File: config.mk
export PLATFORM = sky130hd
export DESIGN_NAME = i2cbb_regif
export DESIGN_NICKNAME = d
export VERILOG_FILES = /design/src/rtl/i2cbb_pkg.sv /design/src/rtl/i2cbb_addr_dec.sv /design/src/rtl/i2cbb_line_reg.sv /design/src/rtl/i2cbb_evt_dec.sv /design/src/rtl/i2cbb_regif.sv
export SDC_FILE = /design/constraint.sdc
export NUM_CORES = 1
export LEC_CHECK = 0
export BUFFER_PORTS_ARGS = -buffer_cell sky130_fd_sc_hd__buf_2
export CORE_AREA = 2 2 39 41
export CTS_BUF_LIST = sky130_fd_sc_hd__clkbuf_16
export CTS_CLUSTER_SIZE = 40
export DETAILED_ROUTE_END_ITERATION = 10
export DIE_AREA = 0 0 41 43
export GPL_TIMING_DRIVEN = 0
export PLACE_DENSITY = 0.63
export SLEW_MARGIN = 40
export SYNTH_ARGS = -nofsm -noshare
export SYNTH_HDL_FRONTEND = slang
export SYNTH_SLANG_ARGS = --single-unit
File: constraint.sdc
create_clock -name clk -period 2.2 [get_ports clk]
set_input_delay 0.44 -clock clk [delete_from_list [all_inputs] [get_ports clk]]
set_output_delay 0.44 -clock clk [all_outputs]
set_load 0.1 [all_outputs]
File: src/rtl/i2cbb_pkg.sv
package i2cbb_pkg;
  localparam int LINE_SCL  = 0;
  localparam int LINE_SDA  = 1;
  localparam int NUM_LINES = 2;

  typedef enum logic [1:0] {
    ACC_NONE  = 2'd0,
    ACC_RAISE = 2'd1,
    ACC_LOWER = 2'd2
  } acc_kind_e;

  typedef struct packed {
    logic start;
    logic stop;
    logic rise;
  } bus_evt_t;
endpackage

File: src/rtl/i2cbb_addr_dec.sv
module i2cbb_addr_dec
  import i2cbb_pkg::*;
#(
  parameter int ADDR_W    = 12,
  parameter int RAISE_OFS = 0,
  parameter int LOWER_OFS = 4
) (
  input  logic [ADDR_W-1:0] addr,
  input  logic              wr,
  output acc_kind_e         kind,
  output logic              rd_raise
);
  localparam logic [ADDR_W-1:0] RaiseAddr = ADDR_W'(RAISE_OFS);
  localparam logic [ADDR_W-1:0] LowerAddr = ADDR_W'(LOWER_OFS);

  always_comb begin
    kind = ACC_NONE;
    if (wr) begin
      if (addr == RaiseAddr)      kind = ACC_RAISE;
      else if (addr == LowerAddr) kind = ACC_LOWER;
    end
  end

  assign rd_raise = (addr == RaiseAddr);
endmodule

File: src/rtl/i2cbb_line_reg.sv
module i2cbb_line_reg
  import i2cbb_pkg::*;
#(
  parameter int N_LINES  = NUM_LINES,
  parameter int OVR_LINE = LINE_SDA
) (
  input  logic               clk,
  input  logic               rst_n,
  input  acc_kind_e          kind,
  input  logic [N_LINES-1:0] mask,
  input  logic               ovr_load,
  input  logic               ovr_val,
  output logic [N_LINES-1:0] lines_q
);
  for (genvar i = 0; i < N_LINES; i++) begin : g_line
    logic nxt;
    logic en;

    always_comb begin
      nxt = lines_q[i];
      en  = 1'b0;
      if (kind == ACC_RAISE && mask[i]) begin
        nxt = 1'b1;
        en  = 1'b1;
      end else if (kind == ACC_LOWER && mask[i]) begin
        nxt = 1'b0;
        en  = 1'b1;
      end
      if (i == OVR_LINE && ovr_load) begin
        nxt = ovr_val;
        en  = 1'b1;
      end
    end

    always_ff @(posedge clk or negedge rst_n) begin
      if (!rst_n)  lines_q[i] <= 1'b1;
      else if (en) lines_q[i] <= nxt;
    end
  end
endmodule

File: src/rtl/i2cbb_evt_dec.sv
module i2cbb_evt_dec
  import i2cbb_pkg::*;
(
  input  logic      clk,
  input  logic      rst_n,
  input  acc_kind_e kind,
  input  logic      scl_bit,
  input  logic      sda_bit,
  input  logic      scl_now,
  output bus_evt_t  evt_q
);
  bus_evt_t evt_d;

  always_comb begin
    evt_d.start = (kind == ACC_LOWER) && sda_bit && scl_now;
    evt_d.stop  = (kind == ACC_RAISE) && sda_bit && scl_now;
    evt_d.rise  = (kind == ACC_RAISE) && scl_bit && !evt_d.stop;
  end

  always_ff @(posedge clk or negedge rst_n) begin
    if (!rst_n) evt_q <= '0;
    else        evt_q <= evt_d;
  end
endmodule

File: src/rtl/i2cbb_regif.sv
module i2cbb_regif
  import i2cbb_pkg::*;
#(
  parameter int WIN_BYTES = 4096,
  parameter int DATA_W    = 8,
  parameter int RAISE_OFS = 0,
  parameter int LOWER_OFS = 4,
  localparam int ADDR_W   = $clog2(WIN_BYTES)
) (
  input  logic              clk,
  input  logic              rst_n,
  input  logic [ADDR_W-1:0] bus_addr,
  input  logic              bus_wr,
  input  logic [DATA_W-1:0] bus_wdata,
  output logic [DATA_W-1:0] bus_rdata,
  input  logic              eng_sda_load,
  input  logic              eng_sda_val,
  output logic              scl_o,
  output logic              sda_o,
  output logic              start_o,
  output logic              stop_o,
  output logic              clk_rise_o
);
  acc_kind_e            kind;
  logic                 rd_raise;
  logic [NUM_LINES-1:0] lines;
  bus_evt_t             evt;
  logic                 unused_wdata_hi;

  assign unused_wdata_hi = ^bus_wdata[DATA_W-1:NUM_LINES];

  i2cbb_addr_dec #(
    .ADDR_W(ADDR_W), .RAISE_OFS(RAISE_OFS), .LOWER_OFS(LOWER_OFS)
  ) u_dec (
    .addr(bus_addr), .wr(bus_wr), .kind(kind), .rd_raise(rd_raise)
  );

  i2cbb_line_reg #(
    .N_LINES(NUM_LINES), .OVR_LINE(LINE_SDA)
  ) u_lines (
    .clk(clk), .rst_n(rst_n), .kind(kind),
    .mask(bus_wdata[NUM_LINES-1:0]),
    .ovr_load(eng_sda_load), .ovr_val(eng_sda_val),
    .lines_q(lines)
  );

  i2cbb_evt_dec u_evt (
    .clk(clk), .rst_n(rst_n), .kind(kind),
    .scl_bit(bus_wdata[LINE_SCL]), .sda_bit(bus_wdata[LINE_SDA]),
    .scl_now(lines[LINE_SCL]), .evt_q(evt)
  );

  assign scl_o      = lines[LINE_SCL];
  assign sda_o      = lines[LINE_SDA];
  assign start_o    = evt.start;
  assign stop_o     = evt.stop;
  assign clk_rise_o = evt.rise;
  assign bus_rdata  = rd_raise ? {{(DATA_W-NUM_LINES){1'b0}}, lines} : '0;

  assert_one_event_R8: assert property (@(posedge clk) disable iff (!rst_n)
    $onehot0({start_o, stop_o, clk_rise_o}));

  assert_start_needs_clk_high_R5: assert property (@(posedge clk) disable iff (!rst_n)
    start_o |-> $past(rst_n) && $past(scl_o) && !scl_o || $past(rst_n) && $past(scl_o));

  assert_stop_needs_clk_high_R6: assert property (@(posedge clk) disable iff (!rst_n)
    stop_o |-> $past(scl_o));

  assert_rise_leaves_clk_high_R7: assert property (@(posedge clk) disable iff (!rst_n)
    clk_rise_o |-> scl_o);

  assert_engine_load_wins_R10: assert property (@(posedge clk) disable iff (!rst_n)
    $past(rst_n) && $past(eng_sda_load) |-> sda_o == $past(eng_sda_val));

  assert_idle_keeps_lines_R9: assert property (@(posedge clk) disable iff (!rst_n)
    !$past(bus_wr) && !$past(eng_sda_load) |-> $stable(scl_o) && $stable(sda_o));

  assert_pulse_one_cycle_R8: assert property (@(posedge clk) disable iff (!rst_n)
    !$past(bus_wr) |-> !start_o && !stop_o && !clk_rise_o);
endmodule

Word-level counts from Yosys, hierarchy flattened
Index checks and enable logic that the tools add are counted.
{ "op_classes": {"n_eq_ne": 3, "n_mux": 14, "n_reduce_logical": 13} }
{ "op_table": {"columns": ["operator", "count"], "rows": [
  ["== test 12 x 3 -> 1 bit, second input constant", 1],
  ["zero test 12 bit", 1],
  ["two-way mux 1 bit", 10],
  ["two-way mux 2 bit", 4],
  ["logical AND 1 bit", 7],
  ["AND reduction 2 bit", 2],
  ["nonzero test 3 bit", 1],
  ["== test 2 x 1 -> 1 bit, second input constant", 1],
  ["== test 2 bit, second input constant", 1],
  ["nonzero test 2 bit", 1],
  ["zero test 1 bit", 1]
]} }
{ "word_totals": {"register_bits": 5, "input_bits": 25, "output_inout_bits": 13, "elab_cells": 35} }

Depth between registers and ports, before layout
{ "logic_depth": {"ltp_word": 10, "depth_mapped": 4, "depth_no_buf": 3} }

Cells and area by module
A second synthesis with hierarchy kept.
{ "unflattened": {"cells_unflattened": 35, "hier_area_um2": 341.6} }
{ "by_module_without_submodules": {"columns": ["mod", "instances", "cells_each", "area_each_um2"], "rows": [
  ["i2cbb_evt_dec", 1, 7, 116.4],
  ["i2cbb_line_reg", 1, 11, 106.4],
  ["i2cbb_regif", 1, 9, 61.3],
  ["i2cbb_addr_dec", 1, 8, 57.6]
]} }

Least setup slack after synthesis
OpenSTA, ideal clock, no wires.
{ "synth_path": {"path_type": "input port to output port", "start": "input port bus_addr[10]", "end": "output port bus_rdata[1]", "arrival_time_ps": 3239, "setup_slack_ps": -1479, "cell_stages": 3, "path_cell_list": "nor4_1 nand3_1 nor3b_1"} }
{ "synth_between": {"elab_chain_cells": 2} }
{ "synth_rtl": {"columns": ["element", "line_no", "text"], "rows": [
  ["start, declared", "i2cbb_regif.sv:12", "input logic [ADDR_W-1:0] bus_addr,"],
  ["zero test 12 bit", "i2cbb_addr_dec.sv:24", "assign rd_raise = (addr == RaiseAddr);"],
  ["two-way mux 2 bit", "i2cbb_regif.sv:58", "assign bus_rdata = rd_raise ? {{(DATA_W-NUM_LINES){1'b0}}, lines} : '0;"],
  ["end, declared", "i2cbb_regif.sv:15", "output logic [DATA_W-1:0] bus_rdata,"]
]} }
Every way passes these cells.

Worst setup path after layout
{ "layout_path": {"start": "input port bus_addr[1]", "end": "output port bus_rdata[0]"} }
Same word-level chain as after synthesis.

==> results.yml <==
finish:
  nFillCells: 141
  n_antenna_cell: 0
  mostFrequentLayoutCell: "buf_2"
  final_layout_size_suffix_gt1_frac: 0.643
  layout_common_cells: "22 x buf_2, 8 x buf_4, 6 x conb_1"
  num-nets-final: 96
  area_growth_pct: 85.3
die:
  die_x_microns: 41
  rows: 14
  die_h_microns: 43
  initial_core_util: 0.259
  die_area_sq_mm: 0.00176
  ioPinCount: 38
  core_sq_mm: 0.00138
grt:
  antenna_found_initial: 0
  grt_use_total: 0.126
  grt_max_degree: 9
  grt_pass1_vias: 352
  overflow: 0
  grt_pass1_wl_microns: 1400
synthesis:
  yosysWarnings: 0
  ys_seq_area_frac: 0.357
  synth_top_area_share: 0.210
  synth.cell_area_sq_um: 358
  synth_area_leaders: "dfrtp_1 21%, dfstp_2 15%, buf_4 13%"
  synth.distinct_cells: 19
  synth_top_area_cell: "dfrtp_1"
  postSynthCellCount: 37
  synth.ff_latch_count: 5
  synth_area_per_cell_sq_um: 9.67
route:
  route.detailed.drc: 0
  drt-total-wl_microns: 986
  drt_first_pass_iters: 4
  detailroute.via_count: 396
  drt.antenna.violating_nets: 0
  vias_per_cell: 4.60
  drt_iter0_drc: 7
  wire_per_inst_microns: 11.5
setup_path:
  cp-endpoint: "bus_rdata[0]"
  path_buf_inv: 2
  r2r_slack_ns: 1.21
  crit_path_end_kind: "output port"
  cp_data_arrival_time_ns: 1.65
  r2r_end: "u_evt.evt_q[1]$_DFF_PN0_"
  timing_worst_setup_path_type: "input port to output port"
  ff2ff_path_depth: 2
  cp.required_ns: 1.76
  crit_path_top_delay_cell: "buf_4"
  cp_top_family: "simple AND/OR/NAND/NOR gates"
  cp_max_fo: 6
  start_kind: "input port"
  path_cells: "buf_2, nor4_4, nand3_2, nor3b_4, buf_4"
  reg2reg_from: "u_lines.lines_q[0]$_DFFE_PN1P_"
  max_stage_delay_ns: 0.31
  cp.depth: 5
  crit_path_start: "bus_addr[1]"
clock_network:
  cts_buffer_depth: 2
  numCtsBuffers: 3
  clock-root-buffer: "clkbuf_16"
  h-tree-depth: 1
  clk_pin_slew_worst_paths_ns: 0.03
  cts_setup_buffers: 0
  cts_tree: "built"
  cts.sink_count: 5
  insertion_delay_ns: 0.23
worst_hold_path:
  hold_class: "input port to async pin"
power_and_ir_drop:
  power_density_mw_per_mm2: 757
  p_leak_nw: 0.323
  ir_drop_v: 0.000602
sta:
  rsz0062_at_grt: "false"
  setup_tns_ns: 0
  min_period_ns: 2.09
  finalCritPeriodShare: 0.949
  hold_violations: 0
  fin_skew_ns: 0.000749
  worst_slack_ns: 0.113
  drv_slew: 0
  max_freq_ghz: 0.479
  finalSetupViolations: 0
place:
  place.gp.congestion: 0.611
  io_buffers: 24
  dpl.hpwl_microns: 831
  pre_cts_ws_ns: -0.0506
outcome:
  status: "complete, no violations"
flow_run:
  cap_violations: 0
-- per-layer routing --
metal	track usage	vias to the layer above	wire length [microns]
li1	-	194	-
met1	0.108	181	329
met2	0.213	17	552
met3	0.0471	4	71
met4	0.100	0	33
met5	0	-	0
-- registers in the layout (all words and copies together) (netlist names) --
register	flops
u_evt.evt_q	3
u_lines.lines_q	2
-- stage by stage --
step	power, mW	area [sq um]	std cells	util	hold slack (ns)
2_1_floorplan	0.182	434	42	-	0.144
3_3_place_gp	0.209	574	82	0.415	0.254
3_5_place_dp	0.210	574	82	0.415	0.262
4_1_cts	0.505	658	86	0.476	0.0253
5_1_grt	0.519	663	86	0.479	0.0330
6_report	0.502	663	86	0.479	0.0261
-- cell usage after synthesis, drive strengths merged --
master / instances
a21oi: 1
buf: 6
nor3b: 2
conb: 1
dfstp: 2
nor2b: 1
o31ai: 1
o41ai: 2
nand2: 4
nor4: 2
dfrtp: 3
or3: 1
nor3: 2
or4: 2
and3b: 1
nor4b: 2
nand3: 2
clkbuf: 1
a41oi: 1
-- worst register-to-register path: cells and delay by family, from the launching register on --
kind	cells	cell delay, ns
AND/OR/NAND/NOR	2	0.33
flip-flops	1	0.55
-- power breakdown --
part	total, mW	switching [mW]	internal, mW	leakage (nW)
clock network	0.292	0.0569	0.235	0.0423
logic	0.112	0.0826	0.0296	0.218
registers	0.0975	0.00176	0.0958	0.0628
-- cells by family after synthesis --
family / after synthesis / synth area share
AOI/OAI and AO/OA: 5 / 0.150
other: 1 / 0.0105
and+or+nand+nor: 19 / 0.346
buffers and inverters: 7 / 0.136
DFF: 5 / 0.357
-- how the worst min path moves through the flow --
stage	depth (start not counted)	slack [ns]	end	from
final	1	0.03	u_evt.evt_q[2]$_DFF_PN0_	rst_n
after global routing	1	0.03	u_evt.evt_q[0]$_DFF_PN0_	rst_n
after CTS	1	0.03	u_evt.evt_q[0]$_DFF_PN0_	rst_n
after detailed placement	1	0.26	u_evt.evt_q[2]$_DFF_PN0_	rst_n
after global placement	1	0.25	u_evt.evt_q[0]$_DFF_PN0_	rst_n
after floorplan	0	0.14	u_evt.evt_q[0]$_DFF_PN0_	rst_n
-- final cells by class --
type | instances | area (sq um) | share of cell area
multi-input cells | 30 | 263 | 0.396
flip-flops and latches | 5 | 128 | 0.192
repair buffers | 24 | 125 | 0.189
clock buffers | 3 | 75.1 | 0.113
plain buffers | 7 | 48.8 | 0.0736
well taps | 16 | 20.0 | 0.0302
clock inverters | 1 | 3.75 | 0.00566
-- timing repair --
action	CTS	global route
hold buffers	0	0
gates resized for setup	2	1
endpoints found under the setup margin	2	2
Note: power is estimated with default switching activity, not from simulation.
